<file path="src/rtl/sio_irq_pkg.sv">
package sio_irq_pkg;
    localparam int SRC_PER_CH  = 3;
    localparam int SPEC_W      = 4;
    localparam int EXT_W       = 6;
    localparam int SPEC_PARITY = 3;
    localparam int SRC_RX      = 0;
    localparam int SRC_TX      = 1;
    localparam int SRC_EXT     = 2;

    typedef enum logic [1:0] {
        RXM_OFF   = 2'd0,
        RXM_FIRST = 2'd1,
        RXM_ALL   = 2'd2,
        RXM_SPEC  = 2'd3
    } rx_mode_e;
endpackage

</file>
<file path="src/rtl/sio_irq_chan.sv">
module sio_irq_chan
    import sio_irq_pkg::*;
(
    input  logic                  clk_i,
    input  logic                  rst_ni,
    input  logic                  rx_char_i,
    input  logic [SPEC_W-1:0]     rx_spec_i,
    input  logic                  parity_en_i,
    input  logic [1:0]            rx_mode_i,
    input  logic                  rx_rearm_i,
    input  logic                  rx_clr_i,
    input  logic                  tx_empty_i,
    input  logic                  tx_ie_i,
    input  logic                  tx_clr_i,
    input  logic [EXT_W-1:0]      ext_in_i,
    input  logic [EXT_W-1:0]      ext_ie_i,
    input  logic                  ext_rst_i,
    output logic [SRC_PER_CH-1:0] pend_o
);
    typedef struct packed {
        logic             rx_pend;
        logic             armed;
        logic             tx_pend;
        logic             ext_pend;
        logic [EXT_W-1:0] snap;
    } chan_st_t;

    chan_st_t         st_d, st_q;
    rx_mode_e         mode;
    logic [SPEC_W-1:0] spec_m;
    logic             spec_hit, char_hit;
    logic [EXT_W-1:0] ext_diff;

    assign mode = rx_mode_e'(rx_mode_i);

    always_comb begin
        st_d   = st_q;
        spec_m = rx_spec_i;
        spec_m[SPEC_PARITY] = rx_spec_i[SPEC_PARITY] & parity_en_i;
        spec_hit = (mode != RXM_OFF) && (|spec_m);
        char_hit = rx_char_i &&
                   ((mode == RXM_ALL) || ((mode == RXM_FIRST) && st_q.armed));

        // receive group: a new event outranks the clear
        st_d.rx_pend = spec_hit | char_hit | (st_q.rx_pend & ~rx_clr_i);
        if (rx_rearm_i) begin
            st_d.armed = 1'b1;
        end else if (rx_char_i && (mode == RXM_FIRST)) begin
            st_d.armed = 1'b0;
        end

        // transmit group
        st_d.tx_pend = (tx_empty_i & tx_ie_i) | (st_q.tx_pend & ~tx_clr_i);

        // external/status group: freeze the snapshot while latched
        ext_diff = (ext_in_i ^ st_q.snap) & ext_ie_i;
        if (st_q.ext_pend) begin
            if (ext_rst_i) begin
                st_d.ext_pend = 1'b0;
            end
        end else begin
            st_d.ext_pend = |ext_diff;
            st_d.snap     = ext_in_i;
        end
    end

    always_ff @(posedge clk_i or negedge rst_ni) begin
        if (!rst_ni) begin
            st_q <= '{rx_pend: 1'b0, armed: 1'b1, tx_pend: 1'b0,
                      ext_pend: 1'b0, snap: '0};
        end else begin
            st_q <= st_d;
        end
    end

    assign pend_o[SRC_RX]  = st_q.rx_pend;
    assign pend_o[SRC_TX]  = st_q.tx_pend;
    assign pend_o[SRC_EXT] = st_q.ext_pend;
endmodule

</file>
<file path="src/rtl/sio_irq_pick.sv">
module sio_irq_pick #(
    parameter int N = 6,
    parameter int W = 3
) (
    input  logic         en_i,
    input  logic [N-1:0] req_i,
    output logic         vld_o,
    output logic [W-1:0] idx_o
);
    always_comb begin
        vld_o = 1'b0;
        idx_o = '1;
        if (en_i) begin
            for (int i = N - 1; i >= 0; i--) begin
                if (req_i[i]) begin
                    vld_o = 1'b1;
                    idx_o = W'(i);
                end
            end
        end
    end
endmodule

</file>
<file path="src/rtl/sio_irq_prio.sv">
module sio_irq_prio
    import sio_irq_pkg::*;
#(
    parameter  int NCH   = 2,
    localparam int NSRC  = NCH * SRC_PER_CH,
    localparam int VEC_W = $clog2(NSRC + 1)
) (
    input  logic                        clk_i,
    input  logic                        rst_ni,
    input  logic                        mie_i,
    input  logic [NCH-1:0]              rx_char_i,
    input  logic [NCH-1:0][SPEC_W-1:0]  rx_spec_i,
    input  logic [NCH-1:0]              parity_en_i,
    input  logic [NCH-1:0][1:0]         rx_mode_i,
    input  logic [NCH-1:0]              rx_rearm_i,
    input  logic [NCH-1:0]              rx_clr_i,
    input  logic [NCH-1:0]              tx_empty_i,
    input  logic [NCH-1:0]              tx_ie_i,
    input  logic [NCH-1:0]              tx_clr_i,
    input  logic [NCH-1:0][EXT_W-1:0]   ext_in_i,
    input  logic [NCH-1:0][EXT_W-1:0]   ext_ie_i,
    input  logic [NCH-1:0]              ext_rst_i,
    output logic                        irq_o,
    output logic [VEC_W-1:0]            vec_o
);
    logic [NSRC-1:0] pend;

    for (genvar ch = 0; ch < NCH; ch++) begin : g_chan
        sio_irq_chan u_chan (
            .clk_i       (clk_i),
            .rst_ni      (rst_ni),
            .rx_char_i   (rx_char_i[ch]),
            .rx_spec_i   (rx_spec_i[ch]),
            .parity_en_i (parity_en_i[ch]),
            .rx_mode_i   (rx_mode_i[ch]),
            .rx_rearm_i  (rx_rearm_i[ch]),
            .rx_clr_i    (rx_clr_i[ch]),
            .tx_empty_i  (tx_empty_i[ch]),
            .tx_ie_i     (tx_ie_i[ch]),
            .tx_clr_i    (tx_clr_i[ch]),
            .ext_in_i    (ext_in_i[ch]),
            .ext_ie_i    (ext_ie_i[ch]),
            .ext_rst_i   (ext_rst_i[ch]),
            .pend_o      (pend[ch*SRC_PER_CH +: SRC_PER_CH])
        );
    end

    sio_irq_pick #(.N(NSRC), .W(VEC_W)) u_pick (
        .en_i  (mie_i),
        .req_i (pend),
        .vld_o (irq_o),
        .idx_o (vec_o)
    );
endmodule

</file>
<file path="config.mk">
export PLATFORM = sky130hd
export DESIGN_NAME = sio_irq_prio
export DESIGN_NICKNAME = d
export VERILOG_FILES = /design/src/rtl/sio_irq_pkg.sv /design/src/rtl/sio_irq_chan.sv /design/src/rtl/sio_irq_pick.sv /design/src/rtl/sio_irq_prio.sv
export SDC_FILE = /design/constraint.sdc
export NUM_CORES = 1
export LEC_CHECK = 0
export CAP_MARGIN = 40
export CORE_MARGIN = 5
export CORE_UTILIZATION = 40
export DETAILED_ROUTE_END_ITERATION = 8
export MAX_ROUTING_LAYER = met4
export PLACE_DENSITY = 0.91
export SLEW_MARGIN = 20
export SYNTH_ARGS = -nofsm -noshare
export SYNTH_HDL_FRONTEND = slang
export SYNTH_SLANG_ARGS = --single-unit
export TNS_END_PERCENT = 100
</file>
<file path="constraint.sdc">
create_clock -name clk_i -period 2.6 [get_ports clk_i]
set_input_delay 0.52 -clock clk_i [delete_from_list [all_inputs] [get_ports clk_i]]
set_output_delay 0.52 -clock clk_i [all_outputs]
set_load 0.005 [all_outputs]
</file>
==> flow_summary.json <==
{
  "run_status": "completed",
  "final.min_clock_period_ps": 2310,
  "nets": 206,
  "yosysUniqueCellTypes": 22,
  "dp_hpwl_um": 2020,
  "cts_hold_buf": 0,
  "timing.critical_path.slowest_stage_cell": "clkdlybuf4s50_1",
  "synthCells": 89,
  "core_um2": 2450,
  "worst_setup_hold_path_clk_slew_ps": 100,
  "grt_pass1_wl_um": 3950,
  "worstReg2RegEnd": "g_chan[0].u_chan.pend_o[2]",
  "ys_top_cells_by_area": "dfrtp_1 (44%), mux2_2 (13%), xor2_1 (10%), dfstp_2 (5.2%), o21ai_0 (3.0%)",
  "boundaryPins": 59,
  "synth-seq-area-share_pct": 49.5,
  "finalClockSkew_ps": 3.56,
  "setup_slack_ps": 290,
  "mostFrequentLayoutCells": "clkdlybuf4s50_1 (58), dfrtp_1 (18), xor2_1 (12), mux2_2 (12), nand2_1 (7)",
  "drt_drc_violations_left": 0,
  "worst_slew_margin_rel_pct": 73.6,
  "drv.max_cap_violation_count": 0,
  "timing.hold.ws_ps": 437,
  "grt_setup_unrepaired": "no",
  "wl_per_cell_um": 13.3,
  "antenna_found_initial": 0,
  "fillers": 184,
  "crit_path_max_incr_delay_ps": 560,
  "synth-seq-cells": 20,
  "dieHeight_um": 60.4,
  "first_global_vias": 999,
  "globalplace.congestion": 0.731,
  "hold_class": "in2async",
  "fp-row-count": 18,
  "hold_viol_final": 0,
  "cellLeakagePower_uw": 0.000680,
  "critical_path.startpoint_type": "flip-flop",
  "detail-route-antenna-nets": 0,
  "tritoncts_clock_tree": "done",
  "critical_path.cell_chain": "nor2_1 -> nor3_1 -> o31ai_1 -> clkdlybuf4s50_1",
  "setup_viol_count_final": 0,
  "syn_to_final_growth_pct": 64.9,
  "cts_repair_resize_count": 0,
  "design.die.area_um2": 3650,
  "global_route.overflow_total": 0,
  "setup.worst_path.end_class": "output pin",
  "clock.fmax_mhz": 433,
  "synthesis.nets": 144,
  "place_ws_ps": 364,
  "via_per_inst": 5.07,
  "clockRootBuffer": "clkbuf_4",
  "post_route_cells_drive_above_1_share_pct": 14.7,
  "crit_share_post_route_pct": 88.8,
  "pin_slew_with_the_least_headroom_to_its_limit_ps": 396,
  "cellPowerDensity_nw_per_um2": 607,
  "cts_buffers": 3,
  "yosysTopAreaCell": "dfrtp_1",
  "die_x_um": 60.4,
  "vdd.ir_drop.worst_v": 0.000347,
  "crit_path_max_fanout": 10,
  "r2r-start": "g_chan[0].u_chan.st_q[4]",
  "routed-via-count": 912,
  "cells_on_worst_reg2reg_path": 3,
  "post_synth_instance_area_um2": 1020,
  "clock_insertion_delay_worst_skew_ps": 290,
  "cts.sinks": 20,
  "layout.cells.most_common": "clkdlybuf4s50_1",
  "yosys.area.top_type_share_pct": 44.3,
  "cts_htree_levels": 1,
  "drv_slew": 0,
  "detail_route.wirelength_um": 2400,
  "cp_data_required_time_ps": 2080,
  "ys_warn_count": 0,
  "maximum_number_of_pins_on_one_net_before_global_route_repair": 21,
  "sum_neg_setup_slack_ps": 0,
  "grt_usage_pct": 15.2,
  "setup.worst_path.class": "reg2out",
  "avgSynthCellArea_um2": 11.4,
  "cts.path.max_buffers": 2,
  "worst-endpoint-arrival_ps": 1790,
  "diodes": 0,
  "drtPass1Iterations": 4,
  "cts_setup_buffers": 0,
  "buffer_ports.inserted": 58,
  "r2r_slack_ps": 1440,
  "initialDrtViolationCount": 11,
  "initial_core_util_pct": 41.4
}
[power breakdown]
group          leakage (uW)  switching [uW]  internal (uW)  total [uW]
clock             0.0000210            90.7           85.3         176
combinational      0.000432            96.8            232         329
sequential         0.000227            97.5            414         512
[through the flow]
stage	util, %	power [uW]	area [um^2]	std cells
after floorplan	-	701	1020	89
after global placement	66.2	827	1620	175
after detailed placement	66.2	849	1620	175
after CTS	67.6	1030	1660	179
after global routing	68.2	1090	1680	180
final	68.2	1020	1680	180
[worst max-delay path: cells and delay by family, from the launching register on]
kind / cells / cell delay, ps
flip-flops: 1 / 520
AO/OA/AOI/OAI: 1 / 220
AND/OR/NAND/NOR: 2 / 200
buffers and inverters: 1 / 560
[flip-flops by register name, indices dropped and copies added, names as in the netlist]
| register | count |
|---|---|
| g_chan.u_chan.st_q | 14 |
| g_chan.u_chan.pend_o | 6 |
[metal layers]
layer	vias to the layer above	part of all wire (%)	global-route usage, %
li1	447	-	-
met1	422	39	17.4
met3	2	9.0	3.83
met5	-	0	-
met4	0	1.1	8.54
met2	41	50	24.2
[worst max path at each step]
stage	to	slack, ps	startpoint	cells after the start
after global placement	irq_o	380	mie_i	4
after global routing	vec_o[0]	170	g_chan[0].u_chan.pend_o[2]	3
after CTS	vec_o[1]	280	g_chan[1].u_chan.pend_o[2]	4
after floorplan	vec_o[0]	1190	g_chan[0].u_chan.pend_o[2]	3
after detailed placement	irq_o	360	mie_i	4
final	vec_o[1]	290	g_chan[1].u_chan.pend_o[2]	4
[Yosys cell counts, drive strengths merged]
| library cell | instances |
|---|---|
| dfrtp | 18 |
| nor2 | 3 |
| o22ai | 2 |
| o21ai | 6 |
| or2 | 2 |
| dfstp | 2 |
| o21a | 1 |
| nor2b | 1 |
| o31ai | 1 |
| nand2 | 7 |
| inv | 4 |
| nand2b | 2 |
| buf | 2 |
| a31oi | 2 |
| o41ai | 1 |
| a221oi | 2 |
| xor2 | 12 |
| a2111o | 2 |
| mux2 | 12 |
| a22oi | 4 |
| nor3 | 1 |
| a32oi | 2 |
[layout make-up]
type	instances	area [um^2]	area share, %
Clock buffer	4	36.3	2.17
Tap cell	30	37.5	2.24
Inverter	4	15.0	0.896
Sequential cell	20	503	30.0
Multi-Input combinational cell	63	488	29.1
Timing Repair Buffer	59	596	35.5
[kinds of logic after synthesis]
kind of cell	synth area share, %
AO/OA/AOI/OAI	17.1
flip-flops	49.5
AND/OR/NAND/NOR	7.27
XOR/XNOR	10.3
multiplexers	13.3
buffers and inverters	2.46
(Power assumes the default switching activity.)
